==> config.mk <==
export PLATFORM = sky130hd
export DESIGN_NAME = bus_wait_gen
export DESIGN_NICKNAME = d
export VERILOG_FILES = /design/src/rtl/bwg_pkg.sv /design/src/rtl/bwg_wait_region.sv /design/src/rtl/bwg_strobe_timeout.sv /design/src/rtl/bus_wait_gen.sv
export SDC_FILE = /design/constraint.sdc
export NUM_CORES = 1
export LEC_CHECK = 0
export ABC_AREA = 1
export BUFFER_PORTS_ARGS = -buffer_cell sky130_fd_sc_hd__buf_2
export CORE_MARGIN = 2
export CORE_UTILIZATION = 58
export DETAILED_ROUTE_END_ITERATION = 8
export PLACE_DENSITY_LB_ADDON = 0.15
export RECOVER_POWER = 50
export SYNTH_ARGS = -nofsm -noshare
export SYNTH_HDL_FRONTEND = slang
export SYNTH_SLANG_ARGS = --single-unit
==> constraint.sdc <==
create_clock -name clk_i -period 3.61 [get_ports clk_i]
set_input_delay 0.5415 -clock clk_i [delete_from_list [all_inputs] [get_ports clk_i]]
set_output_delay 0.5415 -clock clk_i [all_outputs]
set_load 0.05 [all_outputs]
==> src/rtl/bwg_pkg.sv <==
package bwg_pkg;
  localparam int unsigned DEF_CODE_W = 2;
  localparam int unsigned DEF_TO_W   = 8;
  localparam int unsigned NUM_REGION = 2;
endpackage

==> src/rtl/bwg_wait_region.sv <==
module bwg_wait_region #(
  parameter int unsigned CODE_W = 2
) (
  input  logic              clk_i,
  input  logic              rst_ni,
  input  logic              cs_ni,
  input  logic [CODE_W-1:0] code_i,
  output logic              ack_o
);
  logic [CODE_W-1:0] cnt_q;
  logic              ack_q;

  // code all-ones means zero waits: remaining wait count is the inverted code
  always_ff @(posedge clk_i or negedge rst_ni) begin
    if (!rst_ni) begin
      cnt_q <= '1;
      ack_q <= 1'b0;
    end else if (cs_ni) begin
      cnt_q <= ~code_i;
      ack_q <= 1'b0;
    end else if (cnt_q == '0) begin
      ack_q <= 1'b1;
    end else begin
      cnt_q <= cnt_q - 1'b1;
    end
  end

  assign ack_o = ack_q;
endmodule

==> src/rtl/bwg_strobe_timeout.sv <==
module bwg_strobe_timeout #(
  parameter int unsigned          TO_W     = 8,
  parameter logic [TO_W-1:0]      TO_LIMIT = '1
) (
  input  logic clk_i,
  input  logic rst_ni,
  input  logic strobe_ni,
  output logic expired_o
);
  logic [TO_W-1:0] cnt_q;

  always_ff @(posedge clk_i or negedge rst_ni) begin
    if (!rst_ni) begin
      cnt_q <= '0;
    end else if (strobe_ni) begin
      cnt_q <= '0;
    end else if (cnt_q != TO_LIMIT) begin
      cnt_q <= cnt_q + 1'b1;
    end
  end

  // release follows the strobe directly, not the counter clear
  assign expired_o = !strobe_ni && (cnt_q == TO_LIMIT);
endmodule

==> src/rtl/bus_wait_gen.sv <==
module bus_wait_gen
  import bwg_pkg::*;
#(
  parameter int unsigned CODE_W = DEF_CODE_W,
  parameter int unsigned TO_W   = DEF_TO_W
) (
  input  logic              clk_i,
  input  logic              rst_ni,
  input  logic              as_ni,
  input  logic              ram_cs_ni,
  input  logic              rom_cs_ni,
  input  logic [CODE_W-1:0] ram_wait_i,
  input  logic [CODE_W-1:0] rom_wait_i,
  output logic              dtack_no,
  output logic              berr_no
);
  localparam logic [TO_W-1:0] TO_LIMIT = '1;

  logic [NUM_REGION-1:0]             cs_n;
  logic [NUM_REGION-1:0][CODE_W-1:0] codes;
  logic [NUM_REGION-1:0]             ack;
  logic                              expired;

  assign cs_n  = {rom_cs_ni, ram_cs_ni};
  assign codes = {rom_wait_i, ram_wait_i};

  for (genvar g = 0; g < NUM_REGION; g++) begin : g_region
    bwg_wait_region #(.CODE_W(CODE_W)) u_region (
      .clk_i  (clk_i),
      .rst_ni (rst_ni),
      .cs_ni  (cs_n[g]),
      .code_i (codes[g]),
      .ack_o  (ack[g])
    );
  end

  bwg_strobe_timeout #(.TO_W(TO_W), .TO_LIMIT(TO_LIMIT)) u_timeout (
    .clk_i     (clk_i),
    .rst_ni    (rst_ni),
    .strobe_ni (as_ni),
    .expired_o (expired)
  );

  assign dtack_no = ~|ack;
  assign berr_no  = ~expired;
endmodule

==> impl_summary.md <==
Yosys
The netlist uses 24 different library cells. The net count of the mapped netlist is 106. The average instance in the mapped netlist occupies ~8.6 um^2. During synthesis, Yosys emitted a total of 0 warnings. The mapped cell area is 804.5 um^2. Counting flops with a built-in enable in the synthesized netlist gives 0. Synthesis handed over a netlist of 94 instances. The most frequently used flop master after synthesis is dfrtp_1. The share of flip-flops with an asynchronous set or reset is 100.0%. After synthesis the netlist holds a flip-flop and latch count of 14.

The register area share after synthesis is 44.17%.

Finish
The library cells used most frequently in the layout, excluding fill and tap cells, are 23 x nand2_1, 11 x inv_1, 10 x nor2_1, 10 x dfrtp_1. Leaving out fill and tap cells, the most frequent cell in the layout is nand2_1. The repair_antennas step left the layout with diodes totalling 0.

In the final design database the tool counted 120 nets. The final non-filler cell area is 900.9 um^2. The fraction of final layout cells sized beyond drive strength 1 is around 24%. The layout overhead on the synthesized area is 11.98%.

STA
Setup violations remaining at the end of the flow were counted as 0. At the pin with the least slew margin, the transition time is about 700 ps. The hold violation count in the final report is 0.

Derived from the worst setup path, the maximum achievable clock frequency is 0.4804 GHz. The final count of pins violating max slew is 0. The worst path in the final design needs a cycle of 2081 ps, including I/O delays and setup.

After routing, the total negative slack on setup checks comes to 0 ps. On the final layout, the worst clock skew is 1.346 ps. Headroom to the max-slew limit came out at 53.63%.

The part of the cycle the worst path needs is 57.66%. Setup repair after global routing left no endpoint under its margin.

GRT
The pin count of the biggest net entering global routing is 15. The residual overflow from global routing is 0. The number of antenna violations at the first check in global routing is 0. The overall track demand over capacity in global routing is 21.50%. The first-pass GRT wire length is 2242 um. The number of global-route vias before repair is roughly 570.

Drt
The sum of met3 wire segment lengths after detailed routing is 62 um. The iteration-0 DRC count of the detailed router is 25. The count of antenna-violating nets left after detailed routing is 0. For this run, the detailed router's first-pass iteration total came to 4.

Summed over all nets, wire length on met2 after detailed routing comes to 673 um. The final routed wire length divided by cell count is 11.76 um. Dividing the detail-routed via count by the number of cells gives 5.213. The final wirelength is 1435 um. In the routed design, unresolved DRC markers number 0.

Signal routing reaches up to met4. The total routed wire length on the met1 layer is 663 um. The routed layout has roughly 640 vias.

CTS
The post-CTS setup-driven buffer insertion count is 0. The total of cells resized after clock tree synthesis is 0. The H-tree depth is 1. The longest clock path from root to sink contains 2 buffers. The clock latency at the later pin of the worst-skew pair is 280 ps. Counting every sink on the clock net gives 14. The number of buffers inserted by hold repair at cts is 0. The CTS root buffer is clkbuf_4. Clock-pin slew was measured on the worst setup and hold paths at about 80 ps. The total CTS buffers is 3. The TritonCTS clock tree is built.

Power
The peak supply drop is 0.3698 mV. The static leakage power is 0.4917 nW. The overall power of the completed layout is 396.5 uW. For this design the ratio of total power to cell area is between 400 and 500 mW/mm^2.

Floorplanning
The floorplan has 13 rows. The die is 41.25 um wide. The number of top-level design ports is 11.

The initial utilization of the core area, before any placement, comes to between 60% and 70%. The core region is 0.001301 mm^2. The die outline height is 41.25 um. The die covers 0.001701 mm^2.

Setup path
The start-to-end type of the worst setup path is reg2out. The end of the worst register-to-register path is u_timeout.cnt_q[1]$_DFFE_PN0P_. The required time at the endpoint of the critical path is 3070 ps. The type of element launching the critical path is a flop. The path depth of the worst reg2reg path is 6. Data on the critical path arrives at its endpoint at 1540 ps. Tracing the worst setup path back leads to its startpoint at u_timeout.cnt_q[0]$_DFFE_PN0P_. The largest driver fanout on the critical path is 7. The capturing element type of the critical path is an output pin. The source of the worst register-to-register timing path is u_timeout.cnt_q[0]$_DFFE_PN0P_. The most critical setup path has its endpoint at berr_no. The flop-to-flop setup slack is between 2000 and 2500 ps.

Flow run
Max-cap violations in this run came to 0.

Run status
The run finished with clean final reports.

Worst hold path
The class of the tightest hold or removal check is in2async.

Placed design
The quantity of I/O buffers inserted on ports is 10. After legalization and detailed placement, the total HPWL measured 1136 um. The placed cell area is 865.8 um^2. The final weighted congestion in routability-driven placement is 0.8605.
==> through the flow <==
stage / cells / hold WS [ps] / setup WS [ps] / utilization [%]
final: 122 / 267.1 / 1529 / 69.23
after global routing: 122 / 336.6 / 1464 / 69.23
after CTS: 122 / 130.7 / 1524 / 69.33
after detailed placement: 118 / 446.4 / 1845 / 66.54
after global placement: 118 / 446.9 / 1866 / 66.54
after floorplan: 94 / 245.9 / 2049 / -
==> cell usage after synthesis (2+ instances only) <==
master	number	area [um^2]
a21oi_2	2	17.52
dfrtp_1	10	250.2
dfstp_2	4	105.1
ha_1	3	37.54
inv_1	11	41.29
inv_2	2	7.510
nand2_1	23	86.33
nand3_1	9	45.04
nand4_1	2	12.51
nor2_1	10	37.54
nor2_8	2	40.04
o211ai_1	2	15.01
o21a_1	2	15.01
o221ai_1	2	17.52
==> cells by family after synthesis <==
family / after synthesis / share of synthesized area, %
adder cells (fa/ha/maj): 3 / 4.666
flip-flops: 14 / 44.17
AO/OA/AOI/OAI: 12 / 10.88
AND/OR/NAND/NOR: 51 / 33.28
buffers and inverters: 14 / 6.999
==> how the worst min path moves through the flow <==
stage | startpoint | cells past startpoint | slack, ps | to
2_1_floorplan | rst_ni | 0 | 250 | g_region[0].u_region.ack_o$_DFFE_PN0P_
3_3_place_gp | rst_ni | 1 | 450 | u_timeout.cnt_q[7]$_DFFE_PN0P_
3_5_place_dp | rst_ni | 1 | 450 | u_timeout.cnt_q[7]$_DFFE_PN0P_
4_1_cts | rst_ni | 1 | 130 | u_timeout.cnt_q[7]$_DFFE_PN0P_
5_1_grt | rst_ni | 1 | 340 | g_region[0].u_region.ack_o$_DFFE_PN0P_
6_report | rst_ni | 1 | 270 | g_region[1].u_region.ack_o$_DFFE_PN0P_
==> state kept, by name (all words and copies together) (netlist names) <==
signal,cells
g_region.u_region.ack_o,2
g_region.u_region.cnt_q,4
u_timeout.cnt_q,8
==> layer usage <==
layer / vias up / GRT usage [%]
met5: - / 0
li1: 333 / -
met2: 13 / 33.59
met4: 0 / 14.52
met3: 4 / 6.522
met1: 286 / 25.09
==> report_power, final <==
group | internal [mW] | leakage (nW) | switching (mW)
registers | 0.184 | 0.177 | 0.0122
logic | 0.0312 | 0.294 | 0.0552
clock network | 0.0615 | 0.0210 | 0.0523
==> layout make-up <==
| class | instances | area (um^2) |
|---|---|---|
| clock buffer | 4 | 36.28 |
| fill | 106 | 400.4 |
| sequential | 14 | 355.3 |
| tap | 15 | 18.77 |
| multi-input combinational | 66 | 392.9 |
| timing repair buffer | 10 | 48.80 |
| inverter | 13 | 48.80 |
==> critical path, cell delays in order (launching register included) <==
cell and delay [ps]:
dfrtp_1 430, ha_1 260, nand2_4 130, nor2_8 50, nand3_4 110, buf_2 280
Note: power is estimated with default switching activity, not from simulation.
